[src/rtl/rdr_pkg.sv]
package rdr_pkg;
  // word 3 bit positions shared by fetch decode and write-back
  localparam int unsigned OWN_B = 31;
  localparam int unsigned IOC_B = 30;
  localparam int unsigned CTX_B = 30;
  localparam int unsigned FD_B  = 29;
  localparam int unsigned LD_B  = 28;
  localparam int unsigned CDA_B = 27;
  localparam int unsigned ES_B  = 15;
  localparam int unsigned TSA_B = 4;

  typedef enum logic [2:0] {
    S_IDLE, S_FETCH, S_EVAL, S_DELIV, S_WB, S_CTXW, S_CTX, S_HALT
  } rdr_state_e;

  typedef enum logic [1:0] {WK_NORM, WK_BAD, WK_CTX} wb_kind_e;
endpackage

[src/rtl/rdr_ring_ptr.sv]
module rdr_ring_ptr #(
  parameter int unsigned AW = 32,
  parameter int unsigned IW = 4
) (
  input  logic          clk,
  input  logic          rst_n,
  input  logic          sw_rst,
  input  logic [AW-1:0] ring_base,
  input  logic [IW-1:0] ring_len,
  input  logic [IW-1:0] tail,
  input  logic          adv,
  input  logic          mark_stall,
  output logic [IW-1:0] cur,
  output logic [AW-1:0] slot_addr,
  output logic          avail
);
  localparam int unsigned SLOT_SH = 4;

  logic [IW-1:0] cur_q, cur_d, tail_q;
  logic          stall_q, stall_d;

  always_comb begin
    cur_d = cur_q;
    if (adv) cur_d = (cur_q == ring_len - 1'b1) ? '0 : cur_q + 1'b1;
    stall_d = stall_q;
    if (tail != tail_q)  stall_d = 1'b0;
    else if (mark_stall) stall_d = 1'b1;
  end

  always_ff @(posedge clk or negedge rst_n) begin
    if (!rst_n) begin
      cur_q   <= '0;
      tail_q  <= '0;
      stall_q <= 1'b0;
    end else if (sw_rst) begin
      cur_q   <= '0;
      tail_q  <= tail;
      stall_q <= 1'b0;
    end else begin
      cur_q   <= cur_d;
      tail_q  <= tail;
      stall_q <= stall_d;
    end
  end

  assign cur       = cur_q;
  assign slot_addr = ring_base + AW'({cur_q, {SLOT_SH{1'b0}}});
  assign avail     = (cur_q != tail) && !stall_q;

  // an advance either steps by one or wraps to slot 0
  a_r9_wrap_step: assert property (@(posedge clk) disable iff (!rst_n)
    (adv && !sw_rst) |=> (cur_q == '0) || (cur_q == $past(cur_q) + 1'b1));
endmodule

[src/rtl/rdr_wb_fmt.sv]
module rdr_wb_fmt
  import rdr_pkg::*;
#(
  parameter int unsigned PLEN_W = 14
) (
  input  wb_kind_e          kind,
  input  logic [1:0]        woff,
  input  logic              fd,
  input  logic              ld,
  input  logic              cda,
  input  logic              es,
  input  logic [PLEN_W-1:0] len,
  input  logic [63:0]       ts,
  output logic [31:0]       word
);
  always_comb begin
    word = '0;
    case (kind)
      WK_BAD: begin
        word[CTX_B] = 1'b1;
        word[FD_B]  = 1'b1;
        word[LD_B]  = 1'b1;
      end
      WK_CTX: begin
        case (woff)
          2'd0:    word = ts[31:0];
          2'd1:    word = ts[63:32];
          default: begin
            word[CTX_B] = 1'b1;
            word[TSA_B] = 1'b1;
          end
        endcase
      end
      default: begin
        word[FD_B]         = fd;
        word[LD_B]         = ld;
        word[CDA_B]        = cda;
        word[ES_B]         = es;
        word[PLEN_W-1:0]   = len;
      end
    endcase
  end
endmodule

[src/rtl/rdr_ring_engine.sv]
module rdr_ring_engine
  import rdr_pkg::*;
#(
  parameter int unsigned AW        = 32,
  parameter int unsigned IW        = 4,
  parameter int unsigned PLEN_W    = 14,
  parameter int unsigned BUF_BYTES = 64
) (
  input  logic              clk,
  input  logic              rst_n,
  input  logic              sw_rst,
  input  logic [AW-1:0]     ring_base,
  input  logic [IW-1:0]     ring_len,
  input  logic [IW-1:0]     tail_idx,
  output logic [IW-1:0]     cur_idx,
  output logic              mem_req,
  output logic              mem_we,
  output logic [AW-1:0]     mem_addr,
  output logic [31:0]       mem_wdata,
  input  logic              mem_ack,
  input  logic [31:0]       mem_rdata,
  input  logic              pkt_valid,
  input  logic [PLEN_W-1:0] pkt_len,
  input  logic              pkt_err,
  input  logic              pkt_ts_valid,
  input  logic [63:0]       pkt_ts,
  output logic              pkt_done,
  output logic              buf_valid,
  output logic [AW-1:0]     buf_addr,
  output logic [PLEN_W-1:0] buf_len,
  output logic              irq,
  output logic              no_desc,
  output logic              halted
);
  localparam logic [PLEN_W-1:0] BUF_L = PLEN_W'(BUF_BYTES);

  rdr_state_e        state_q, state_d;
  logic [1:0]        wcnt_q, wcnt_d, woff;
  logic [AW-1:0]     b1_q, b1_d, b2_q, b2_d, slot_addr;
  logic              own_q, own_d, ioc_q, ioc_d, bad_q, bad_d, bsel_q, bsel_d;
  logic              act_q, act_d, first_q, first_d, got_q, got_d, irq_q, irq_d;
  logic [PLEN_W-1:0] rem_q, rem_d, chunk;
  logic              adv, mark_stall, avail, last;
  wb_kind_e          kind;

  rdr_ring_ptr #(.AW(AW), .IW(IW)) u_ptr (
    .clk(clk), .rst_n(rst_n), .sw_rst(sw_rst), .ring_base(ring_base),
    .ring_len(ring_len), .tail(tail_idx), .adv(adv), .mark_stall(mark_stall),
    .cur(cur_idx), .slot_addr(slot_addr), .avail(avail));

  assign last  = (rem_q == '0);
  assign chunk = (rem_q > BUF_L) ? BUF_L : rem_q;

  rdr_wb_fmt #(.PLEN_W(PLEN_W)) u_fmt (
    .kind(kind), .woff(woff), .fd(first_q && got_q), .ld(last),
    .cda(last && pkt_ts_valid), .es(last && pkt_err),
    .len(last ? pkt_len : '0), .ts(pkt_ts), .word(mem_wdata));

  always_comb begin
    state_d = state_q; wcnt_d = wcnt_q; b1_d = b1_q; b2_d = b2_q;
    own_d = own_q; ioc_d = ioc_q; bad_d = bad_q; bsel_d = bsel_q;
    act_d = act_q; first_d = first_q; got_d = got_q; rem_d = rem_q;
    irq_d = 1'b0; mem_req = 1'b0; mem_we = 1'b0; woff = wcnt_q;
    kind = WK_NORM; adv = 1'b0; mark_stall = 1'b0; pkt_done = 1'b0;
    buf_valid = 1'b0; buf_addr = bsel_q ? b2_q : b1_q; buf_len = chunk;
    case (state_q)
      S_IDLE: if (pkt_valid && avail) begin
        if (!act_q) begin
          rem_d = pkt_len; first_d = 1'b1; act_d = 1'b1;
        end
        wcnt_d = '0; got_d = 1'b0; state_d = S_FETCH;
      end
      S_FETCH: begin
        mem_req = 1'b1;
        if (mem_ack) begin
          case (wcnt_q)
            2'd0: b1_d = AW'(mem_rdata);
            2'd2: b2_d = AW'(mem_rdata);
            2'd3: begin own_d = mem_rdata[OWN_B]; ioc_d = mem_rdata[IOC_B]; end
            default: ;
          endcase
          wcnt_d = wcnt_q + 1'b1;
          if (wcnt_q == 2'd3) state_d = S_EVAL;
        end
      end
      S_EVAL: begin
        if (!own_q) begin
          mark_stall = 1'b1; state_d = S_IDLE;
        end else if (b1_q == '1 && b2_q == '1) begin
          bad_d = 1'b1; state_d = S_WB;
        end else begin
          bsel_d = 1'b0; state_d = S_DELIV;
        end
      end
      S_DELIV: begin
        if (buf_addr != '0 && !last) begin
          buf_valid = 1'b1; rem_d = rem_q - chunk; got_d = 1'b1;
        end
        bsel_d = 1'b1;
        if (bsel_q) state_d = S_WB;
      end
      S_WB: begin
        mem_req = 1'b1; mem_we = 1'b1; woff = 2'd3;
        kind = bad_q ? WK_BAD : WK_NORM;
        if (mem_ack) begin
          if (bad_q) begin
            pkt_done = 1'b1; act_d = 1'b0; state_d = S_HALT;
          end else begin
            adv = 1'b1; irq_d = ioc_q;
            if (got_q) first_d = 1'b0;
            if (!last)             state_d = S_IDLE;
            else if (pkt_ts_valid) state_d = S_CTXW;
            else begin
              pkt_done = 1'b1; act_d = 1'b0; state_d = S_IDLE;
            end
          end
        end
      end
      S_CTXW: if (avail) begin
        wcnt_d = '0; state_d = S_CTX;
      end
      S_CTX: begin
        mem_req = 1'b1; mem_we = 1'b1; kind = WK_CTX;
        woff = (wcnt_q == 2'd2) ? 2'd3 : wcnt_q;
        if (mem_ack) begin
          wcnt_d = wcnt_q + 1'b1;
          if (wcnt_q == 2'd2) begin
            adv = 1'b1; pkt_done = 1'b1; act_d = 1'b0; state_d = S_IDLE;
          end
        end
      end
      default: ;
    endcase
  end

  always_ff @(posedge clk or negedge rst_n) begin
    if (!rst_n) begin
      state_q <= S_IDLE; wcnt_q <= '0; b1_q <= '0; b2_q <= '0;
      own_q <= 1'b0; ioc_q <= 1'b0; bad_q <= 1'b0; bsel_q <= 1'b0;
      act_q <= 1'b0; first_q <= 1'b0; got_q <= 1'b0; rem_q <= '0; irq_q <= 1'b0;
    end else if (sw_rst) begin
      state_q <= S_IDLE; wcnt_q <= '0; bad_q <= 1'b0; act_q <= 1'b0;
      got_q <= 1'b0; irq_q <= 1'b0;
    end else begin
      state_q <= state_d; wcnt_q <= wcnt_d; b1_q <= b1_d; b2_q <= b2_d;
      own_q <= own_d; ioc_q <= ioc_d; bad_q <= bad_d; bsel_q <= bsel_d;
      act_q <= act_d; first_q <= first_d; got_q <= got_d; rem_q <= rem_d;
      irq_q <= irq_d;
    end
  end

  assign mem_addr = slot_addr + AW'({woff, 2'b00});
  assign irq      = irq_q;
  assign halted   = (state_q == S_HALT);
  assign no_desc  = ((state_q == S_IDLE && pkt_valid) || state_q == S_CTXW) && !avail;

  // a fetch starts only from a cycle in which a slot was available
  a_r1_fetch_needs_slot: assert property (@(posedge clk) disable iff (!rst_n)
    (state_q == S_FETCH && $past(state_q) == S_IDLE) |-> $past(avail));
  // interrupt follows a normal write-back acknowledge
  a_r3_irq_after_close: assert property (@(posedge clk) disable iff (!rst_n)
    irq |-> $past(state_q == S_WB && mem_ack && !bad_q));
  // no data goes to a zero buffer address
  a_r4_no_zero_buf: assert property (@(posedge clk) disable iff (!rst_n)
    buf_valid |-> buf_addr != '0);
  // a stopped engine is silent
  a_r5_halt_silent: assert property (@(posedge clk) disable iff (!rst_n)
    halted |-> !mem_req && !buf_valid && !pkt_done);
  // any word 3 written leaves ownership with software
  a_r6_own_cleared: assert property (@(posedge clk) disable iff (!rst_n)
    (mem_req && mem_we && mem_addr[3:2] == 2'b11) |-> !mem_wdata[OWN_B]);
  // context status word carries context and timestamp flags
  a_r7_ctx_flags: assert property (@(posedge clk) disable iff (!rst_n)
    (state_q == S_CTX && mem_req && mem_addr[3:2] == 2'b11)
      |-> mem_wdata[CTX_B] && mem_wdata[TSA_B]);
  // each buffer gets between 1 and BUF_BYTES bytes
  a_r8_chunk_limit: assert property (@(posedge clk) disable iff (!rst_n)
    buf_valid |-> (buf_len != '0) && (buf_len <= BUF_L));
endmodule

[config.mk]
export PLATFORM = sky130hd
export DESIGN_NAME = rdr_ring_engine
export DESIGN_NICKNAME = d
export VERILOG_FILES = /design/src/rtl/rdr_pkg.sv /design/src/rtl/rdr_ring_ptr.sv /design/src/rtl/rdr_wb_fmt.sv /design/src/rtl/rdr_ring_engine.sv
export SDC_FILE = /design/constraint.sdc
export NUM_CORES = 1
export LEC_CHECK = 0
export ABC_AREA = 1
export BUFFER_PORTS_ARGS = -buffer_cell sky130_fd_sc_hd__buf_2
export CORE_ASPECT_RATIO = 1.1
export CORE_UTILIZATION = 55
export CTS_CLUSTER_SIZE = 10
export DETAILED_ROUTE_END_ITERATION = 10
export GPL_TIMING_DRIVEN = 0
export HOLD_SLACK_MARGIN = 0.06
export PLACE_DENSITY = 0.95
export SETUP_SLACK_MARGIN = 0.5
export SLEW_MARGIN = 20
export SYNTH_ARGS = -nofsm -noshare
export SYNTH_HDL_FRONTEND = slang
export SYNTH_SLANG_ARGS = --single-unit
[constraint.sdc]
create_clock -name clk -period 5.6 [get_ports clk]
set_input_delay 1.12 -clock clk [delete_from_list [all_inputs] [get_ports clk]]
set_output_delay 1.12 -clock clk [all_outputs]
set_load 0.05 [all_outputs]
==> After elaboration in Yosys (flattened, before gate mapping) <==
Cells that the tools add are included.
{ "word_totals": {"ff_bits": 100, "latchBits": 0, "ramBits": 0, "rom_bits": 0, "input_bits": 157, "out_inout_bits": 121, "word_cells": 201, "memories": 0} }
{ "op_classes": {"n_addsub": 6, "n_mul": 0, "div_mod_pow": 0, "order_cmp": 1, "n_eq_ne": 37, "shifts": 0, "mux": 96, "bitwise_logic": 1, "reduce_logical": 44} }
{ "ops": {"columns": ["cell", "n"], "rows": [
  ["$mux W14", 5],
  ["$eq A32 B32 Y1 const B", 2],
  ["$pmux W14 S2", 2],
  ["$pmux W25 S2", 1],
  ["$mux W1", 46],
  ["$mux W3", 14],
  ["$add A32 B4 Y32", 1],
  ["$add A32 B8 Y32", 1],
  ["$mux W32", 1],
  ["$reduce_bool A32 Y1", 1],
  ["$ne A3 B3 Y1 const B", 9],
  ["$pmux W1 S2", 11],
  ["$pmux W3 S7", 1],
  ["$reduce_and A4 Y1", 5],
  ["$ne A2 B2 Y1 const B", 8],
  ["$gt A14 B7 Y1 const B", 1],
  ["$logic_not A14 Y1", 1],
  ["$reduce_and A7 Y1", 2],
  ["$reduce_bool A2 Y1", 7],
  ["$sub A14 B14 Y14", 1],
  ["$eq A3 B3 Y1 const B", 4],
  ["$mux W4", 3],
  ["$pmux W2 S2", 3],
  ["$mux W11", 1],
  ["other kinds (29)", 54]
]} }

==> Depth between registers and ports, before layout <==
Gate-level depths: netlist (run 1).
{ "logic_depth": {"ltp_word": 6, "depth_mapped": 16, "depth_no_buf": 15} }

==> Modules after synthesis <==
Synthesis (run 1) repeated with hierarchy kept, for this count alone.
{ "hier_totals": {"hier_cells": 1344, "area_unflattened_um2": 8510.7} }
{ "modules_own_cells": {"columns": ["mod", "instances", "cells_per_inst", "area_per_inst_um2", "seq_area_each_um2"], "rows": [
  ["rdr_ring_engine", 1, 911, 6097.1, 2277.2],
  ["rdr_ring_ptr", 1, 256, 1502.7, 225.2],
  ["rdr_wb_fmt", 1, 177, 910.9, 0.0]
]} }

==> Least setup slack after synthesis (run 1) <==
No wires, ideal clock.
{ "synth_timing": {"kind": "register -> output", "start": "register state_q[2]", "end": "output mem_addr[27]", "arrival_time_ns": 3.388, "path_slack_ns": 1.092, "stages_incl_launch_ff": 15, "path_buffers": 1, "path_cell_list": "dfrtp_1 > inv_2 > nor2_2 > o22ai_2 > inv_2 > buf_2 > ha_1 > nand3_1 > nand2_1 > a21oi_1 > nor2_2 > nand2_1 > nor2_1 > nand3_1 > xnor2_1"} }
{ "synth_between": {"elab_chain_len": 3} }
{ "synth_rtl": {"columns": ["element", "line_no", "text"], "rows": [
  ["start, declared", "rdr_ring_engine.sv:37", "rdr_state_e state_q, state_d;"],
  ["start signal, assigned", "rdr_ring_engine.sv:138", "state_q <= S_IDLE; wcnt_q <= '0; b1_q <= '0; b2_q <= '0;"],
  ["start signal, assigned", "rdr_ring_engine.sv:142", "state_q <= S_IDLE; wcnt_q <= '0; bad_q <= 1'b0; act_q <= 1'b0;"],
  ["start signal, assigned", "rdr_ring_engine.sv:145", "state_q <= state_d; wcnt_q <= wcnt_d; b1_q <= b1_d; b2_q <= b2_d;"],
  ["$eq A3 B3 Y1", "rdr_ring_engine.sv:66", "case (state_q)"],
  ["$pmux W2 S2 (*)", "rdr_ring_engine.sv:66", null],
  ["$add A32 B4 Y32 (*)", "rdr_ring_engine.sv:152", "assign mem_addr = slot_addr + AW'({woff, 2'b00});"],
  ["end, declared", "rdr_ring_engine.sv:18", "output logic [AW-1:0] mem_addr,"]
]} }
Every way passes the cells marked *; elsewhere a longest branch is shown, timed or not.

==> Worst setup path in the final report (run 1) <==
{ "layout_timing": {"start": "register wcnt_q[0]", "end": "output mem_addr[23]"} }
{ "layout_between": {"elab_chain_len": 4} }
{ "layout_rtl": {"columns": ["element", "line_no", "text"], "rows": [
  ["start, declared", "rdr_ring_engine.sv:38", "logic [1:0] wcnt_q, wcnt_d, woff;"],
  ["start signal, assigned", "rdr_ring_engine.sv:138", null],
  ["start signal, assigned", "rdr_ring_engine.sv:142", null],
  ["start signal, assigned", "rdr_ring_engine.sv:145", null],
  ["$eq A2 B2 Y1", "rdr_ring_engine.sv:124", "woff = (wcnt_q == 2'd2) ? 2'd3 : wcnt_q;"],
  ["$mux W2", "rdr_ring_engine.sv:124", null],
  ["$pmux W2 S2 (*)", "rdr_ring_engine.sv:66", null],
  ["$add A32 B4 Y32 (*)", "rdr_ring_engine.sv:152", null]
]} }
Marked as above.

==> results of run 1 <==
-- critical path, cell delays in order (launching register included) --
cell and delay [ps]:
dfrtp_1 410, inv_1 100, ha_1 280, a211oi_4 230, buf_2 250, inv_1 100
ha_1 280, nand3_1 70, nand2_1 130, a21oi_1 190, nor2_2 220, nand2_1 150
nor2_1 220, nand2_1 110, xnor2_1 170, buf_2 290
-- state kept, by name (all words and copies together) (netlist names) --
name           flops
b2_q              32
own_q              1
u_ptr.tail_q       4
state_q            3
ioc_q              1
first_q            1
got_q              1
rem_q             14
b1_q              32
wcnt_q             2
u_ptr.stall_q      1
bsel_q             1
bad_q              1
u_ptr.cur          4
act_q              1
irq                1
-- metrics by stage --
step,std cells,setup WS [ps],total power (uW)
final,1608,941,4500
after global routing,1605,607,4780
after CTS,1600,667,4460
after detailed placement,1585,1060,3810
after global placement,1584,1090,3750
after floorplan,1132,1090,3160
-- Yosys cell counts (2+ instances only) --
| cell | count |
|---|---|
| inv_2 | 6 |
| nand2_2 | 11 |
| xnor2_1 | 22 |
| nand3_2 | 2 |
| xor2_1 | 18 |
| buf_6 | 8 |
| nor3_1 | 13 |
| nor4_1 | 9 |
| buf_2 | 10 |
| clkbuf_1 | 23 |
| o21ai_2 | 9 |
| dfrtp_1 | 100 |
| nand3b_1 | 2 |
| nand4_1 | 32 |
| conb_1 | 2 |
| ha_1 | 14 |
| nand3b_4 | 2 |
| o41ai_1 | 2 |
| a21oi_1 | 29 |
| a211oi_1 | 2 |
| buf_4 | 9 |
| o22ai_1 | 2 |
| nor2_1 | 76 |
| a31oi_1 | 3 |
| nand3_1 | 103 |
| inv_1 | 175 |
| nor2_2 | 4 |
| o211ai_1 | 4 |
| a32o_1 | 6 |
| o21ai_1 | 34 |
| nand2_1 | 284 |
| o21ai_0 | 96 |
-- cell type report --
class / instances / area [um2] / share of cell area
multi-input cells: 799 / 4080 / 0.429
flip-flops and latches: 100 / 2500 / 0.263
repair buffers: 270 / 1380 / 0.145
inverters: 182 / 686 / 0.0721
plain buffers: 51 / 309 / 0.0325
clock buffers: 10 / 239 / 0.0251
well taps: 184 / 230 / 0.0242
clock inverters: 5 / 60.1 / 0.00632
diodes: 7 / 17.5 / 0.00184
-- cell families (layout without fill, tap and decap cells) --
logic type,count (synthesis),count (layout),share of synthesized area
AO/OA/AOI/OAI,193,193,0.145
other,2,15,0.000994
AND/OR/NAND/NOR,543,543,0.319
adder cells (fa/ha/maj),15,15,0.0258
XOR/XNOR,40,40,0.0464
buffers and inverters,233,518,0.132
flip-flops,100,100,0.331
-- power breakdown --
group	total [uW]	internal, uW	switching [uW]	leakage (uW)
logic	2720	759	1960	0.00373
registers	1140	932	212	0.00130
clock network	636	358	278	0.000145
total	4500	2050	2450	0.00517
-- worst paths after layout --
check / startpoint / to / slack, ps / depth (start not counted)
worst max-delay path: wcnt_q[0] / mem_addr[23] / 940 / 15
worst min-delay path: first_q / first_q / 510 / 2
worst max register to register: bsel_q / rem_q[4] / 3250 / 16
worst min register to register: first_q / first_q / 510 / 2
max in group asynchronous: rst_n / b2_q[5] / 4280 / 2
min in group asynchronous: rst_n / b2_q[14] / 690 / 1
-- metal layers --
layer | wire (um) | vias up | GRT usage
met3 | 2660 | 94 | 0.0944
met2 | 12500 | 559 | 0.613
met4 | 1170 | 0 | 0.187
met1 | 9030 | 4068 | 0.407
li1 | - | 4213 | -
met5 | 0 | - | 0
==> metrics.txt, run 1 <==
register bit count reported by yosys=100; initial core utilization=0.567; vias=8,934; Routed wire per std cell=15.8 um; most frequent cells in the layout=nand2_1 (284), buf_2 (277), inv_1 (175); die area=0.0142 mm2; H-tree depth=3; CP max FO=10; pwr dens=473 mW/mm2; Final Max Slew Viols=0; Root Buffer=clkbuf_16; Setup crit end kind=primary output; TritonCTS buffer count=9; clk_lat worst skew=360 ps; Routed Antenna Nets=0; initial antenna violation count=6; max-cap violations=0; Remaining DRCs=0; Rel. slew slack=0.511; critical path data arrival time=3540 ps; gpl congestion=1.01; Fmax achieved=215 MHz; GRT Total Usage=0.358; final core occ=0.714; WS Path Type=register to primary output; CTS tree=built; hpwl dp=19,700 um; share of layout cells above drive strength 1=0.250; CTS Sinks=100; Peak VDD IR=0.200 mV; Leakage=0.00517 uW; Netlist cell types=46; final instance area=0.00951 mm2; largest net degree at the start of global routing=52; main area contributors after synthesis=dfrtp_1 (33%), nand2_1 (14%), inv_1 (8.7%); Port Buffer Count=268; hold slack=508 ps; RSZ-0062 raised after global routing=false; Netlist Area Pre-Place=0.00755 mm2; Starting DRT DRC Count=951; startpoint types=register; Mapped Avg Cell Area=6.71 um2; Post-Route WL=25,300 um; Synth warnings=0; number of synthesized flops with an enable pin=0; CORE AREA=0.0133 mm2; final setup TNS=0 ps; async set or reset register ratio after synthesis=1.00; Mapped Cells=1,126; endpoints failing setup=0; Critical Path RT=4480 ps; post-synth top area cell=dfrtp_1; min cycle time layout=4660 ps; number of gates resized after CTS=0; post-CTS setup repair buffer count=0; fillcell total=1,135; clk buf depth=2; outcome=finished, final reports clean; DRT Pass-1 Iters=6; Post-CTS Hold Fix Bufs=0; global route overflow=0; worst slew pin tran=730 ps; CTS clk-pin slew, worst paths=70 ps; commonest non-fill, non-tap cell in the layout=nand2_1; layout net count=1,585; fin crit share=0.832; Die Y=125 um; fraction of the yosys area taken by sequential cells=0.331; number of global-route vias before repair=8,326; die width=114 um; Site Rows=44; placed cell area=0.00918 mm2; clk_skew=7.17 ps; vias per inst=5.56; # IOs=278; P&R area growth vs syn=25.8%; final hold violations=0; Hold WC Path Type=register to register; Primary FF master, synth=dfrtp_1; first-pass GRT wire length=40,000 um; post-synth top area share=0.331
Power figures use the tool's default switching activity.
==> inputs of run 2 (changes only) <==
--- a/config.mk
+++ b/config.mk
@@ -8,12 +8,12 @@
 export ABC_AREA = 1
 export BUFFER_PORTS_ARGS = -buffer_cell sky130_fd_sc_hd__buf_2
 export CORE_ASPECT_RATIO = 1.1
-export CORE_UTILIZATION = 55
+export CORE_UTILIZATION = 51
 export CTS_CLUSTER_SIZE = 10
 export DETAILED_ROUTE_END_ITERATION = 10
 export GPL_TIMING_DRIVEN = 0
 export HOLD_SLACK_MARGIN = 0.06
-export PLACE_DENSITY = 0.95
+export PLACE_DENSITY = 0.89
 export SETUP_SLACK_MARGIN = 0.5
 export SLEW_MARGIN = 20
 export SYNTH_ARGS = -nofsm -noshare
==> constraint.sdc (replaced) <==
create_clock -name clk -period 4.44 [get_ports clk]
set_input_delay 0.888 -clock clk [delete_from_list [all_inputs] [get_ports clk]]
set_output_delay 0.888 -clock clk [all_outputs]
set_load 0.05 [all_outputs]
==> metrics.txt, run 2 (synthesis gave the netlist of run 1 again) <==
outcome=finished, final reports clean (unchanged); Final Max Slew Viols=0 (unchanged); Hold WC Path Type=input port to async pin (was register to register); critical path data arrival time=2940 ps (was 3540 ps); Starting DRT DRC Count=897 (was 951); share of layout cells above drive strength 1=0.282 (was 0.250); TritonCTS buffer count=9 (unchanged); global route overflow=0 (unchanged); startpoint types=register (unchanged); Routed Antenna Nets=0 (unchanged); layout net count=1,601 (was 1,585); Port Buffer Count=268 (unchanged); Fmax achieved=261 MHz; die width=118 um (was 114 um); CP max FO=10 (unchanged); FF+latch area=0.00251 mm2 (was 0.00250 mm2); RSZ-0062 raised after global routing=false (unchanged); Rel. slew slack=0.613 (was 0.511); fin crit share=0.863; first-pass GRT wire length=39,200 um (was 40,000 um); Worst R2R Start=bsel_q (unchanged); Largest regs=b1_q: 32 flops, b2_q: 32 flops, rem_q: 14 flops (unchanged); initial antenna violation count=7 (was 6); CP delay by family, top=adder cells (was simple AND/OR/NAND/NOR gates); hpwl dp=19,400 um (was 19,700 um); Die Y=130 um (was 125 um); Remaining DRCs=0 (unchanged); number of global-route vias before repair=8,101 (was 8,326); largest net degree at the start of global routing=72 (was 52); Final WS setup=609 ps (was 941 ps); reg2reg path depth=15 (was 16); endpoints failing setup=0 (unchanged); pwr dens=574 mW/mm2 (was 473 mW/mm2); slowest stage cell, crit path=dfrtp_2 (was dfrtp_1); Buf/Inv on CP=6 (was 4); pre-CTS WS=-3.05 ps (was 1060 ps); area of the multi-input gates=0.00429 mm2 (was 0.00408 mm2); clk buf depth=2 (unchanged); Root Buffer=clkbuf_16 (unchanged); P&R area growth vs syn=30.9% (was 25.8%); CTS Sinks=100 (unchanged); gpl congestion=0.985 (was 1.01); setup slack, reg-to-reg=2280 ps (was 3250 ps); max-cap violations=0 (unchanged); CP Cell Sequence=inv_1 -> ha_2 -> inv_1 -> o22ai_4 -> inv_2 -> buf_4 -> ha_2 -> fa_2 -> a21oi_4 -> buf_4 -> nor4_1 -> xor2_1 -> buf_2 (was inv_1 -> ha_1 -> a211oi_4 -> buf_2 -> inv_1 -> ha_1 -> nand3_1 -> nand2_1 -> a21oi_1 -> nor2_2 -> nand2_1 -> nor2_1 -> nand2_1 -> xnor2_1 -> buf_2); Max stage delay on crit path=440 ps (was 410 ps); DRT Pass-1 Iters=6 (unchanged); reg-to-reg endpoint=rem_q[7] (was rem_q[4]); Setup crit end kind=primary output (unchanged); CORE AREA=0.0144 mm2 (was 0.0133 mm2); GRT Total Usage=0.322 (was 0.358); H-tree depth=3 (unchanged); final hold violations=0 (unchanged); min cycle time layout=3830 ps; CTS clk-pin slew, worst paths=70 ps (about the same); commonest non-fill, non-tap cell in the layout=nand2_1 (unchanged); fillcell total=1,251 (was 1,135); vias=8,821 (was 8,934); worst slew pin tran=579 ps (was 730 ps); # IOs=278 (unchanged); Leakage=0.00532 uW (was 0.00517 uW); clk_lat worst skew=350 ps (was 360 ps); Critical Path RT=3550 ps (was 4480 ps); vias per inst=5.40 (was 5.56); Routed wire per std cell=15.3 um (was 15.8 um); Site Rows=46 (was 44); Post-Route WL=25,000 um (was 25,300 um); die area=0.0153 mm2 (was 0.0142 mm2); final setup TNS=0 ps (unchanged); Peak VDD IR=0.243 mV (was 0.200 mV); clk_skew=9.69 ps (was 7.17 ps); WS Path Type=register to primary output (unchanged); initial core utilization=0.523 (was 0.567); CTS tree=built (unchanged); most frequent cells in the layout=nand2_1 (281), buf_2 (264), inv_1 (173) (was nand2_1 (284), buf_2 (277), inv_1 (175))
[run 2: changes by cell type in the layout (fill, tap and decap cells not counted), sizes merged]
| cell | delta |
|---|---|
| buf | +15 |
| clkbuf | +3 |
| bufinv | -1 |
| clkinv | -1 |
| clkinvlp | +1 |
[run 2: how the worst max path moves through the flow]
stage	slack [ps]	cells past startpoint	from	end
final	610	13	wcnt_q[1]	mem_addr[24]
after global routing	470	13	wcnt_q[1]	mem_addr[31]
after CTS	500	16	wcnt_q[1]	mem_addr[30]
after detailed placement	-3	15	wcnt_q[0]	mem_addr[27]
after global placement	50	15	wcnt_q[0]	mem_addr[27]
after floorplan	440	14	wcnt_q[0]	mem_addr[27]
[run 2: worst reg2reg max path: cells and delay by family (launching register included)]
| family | cells | cell delay, ps |
|---|---|---|
| compound gates | 2 | 310 |
| buf+inv | 4 | 510 |
| flops | 1 | 380 |
| simple gates | 9 | 870 |
[run 2: layout make-up]
type | instances | share of cell area
Buffer | 51 | 0.0324
Multi-Input combinational cell | 799 | 0.433
Clock inverter | 4 | 0.00329
Clock buffer | 12 | 0.0249
Tap cell | 192 | 0.0243
Antenna cell | 7 | 0.00177
Timing Repair Buffer | 286 | 0.157
Sequential cell | 100 | 0.254
Inverter | 182 | 0.0693
[run 2: report_power, final]
group	switching, uW	internal [uW]
Clock	361	400
Sequential	263	1180
Combinational	2470	1010
Total	3090	2580
[run 2: through the flow]
step	cells	util	total power, uW	instance area, um2	hold WS (ps)
after global placement	1592	0.640	4730	9250	469
after global routing	1633	0.685	6020	9890	428
after detailed placement	1593	0.642	4800	9280	473
after CTS	1613	0.673	5600	9720	415
after floorplan	1132	-	3990	7660	453
final	1633	0.685	5670	9890	408
[run 2: timing repair]
| action | CTS | global route |
|---|---|---|
| hold endpoints to repair | 0 | 0 |
| hold buffers | 0 | 0 |
| resized for setup | 37 | 21 |
| pin swaps | 5 | 11 |
| setup buffers | 4 | 13 |
| setup endpoints to repair | 36 | 32 |
[run 2: metal layers]
layer	up-vias	global-route usage	part of all wire
met5	-	0	0
met4	0	0.176	0.046
met3	84	0.0563	0.078
met2	480	0.552	0.48
met1	4030	0.388	0.39
li1	4227	-	-
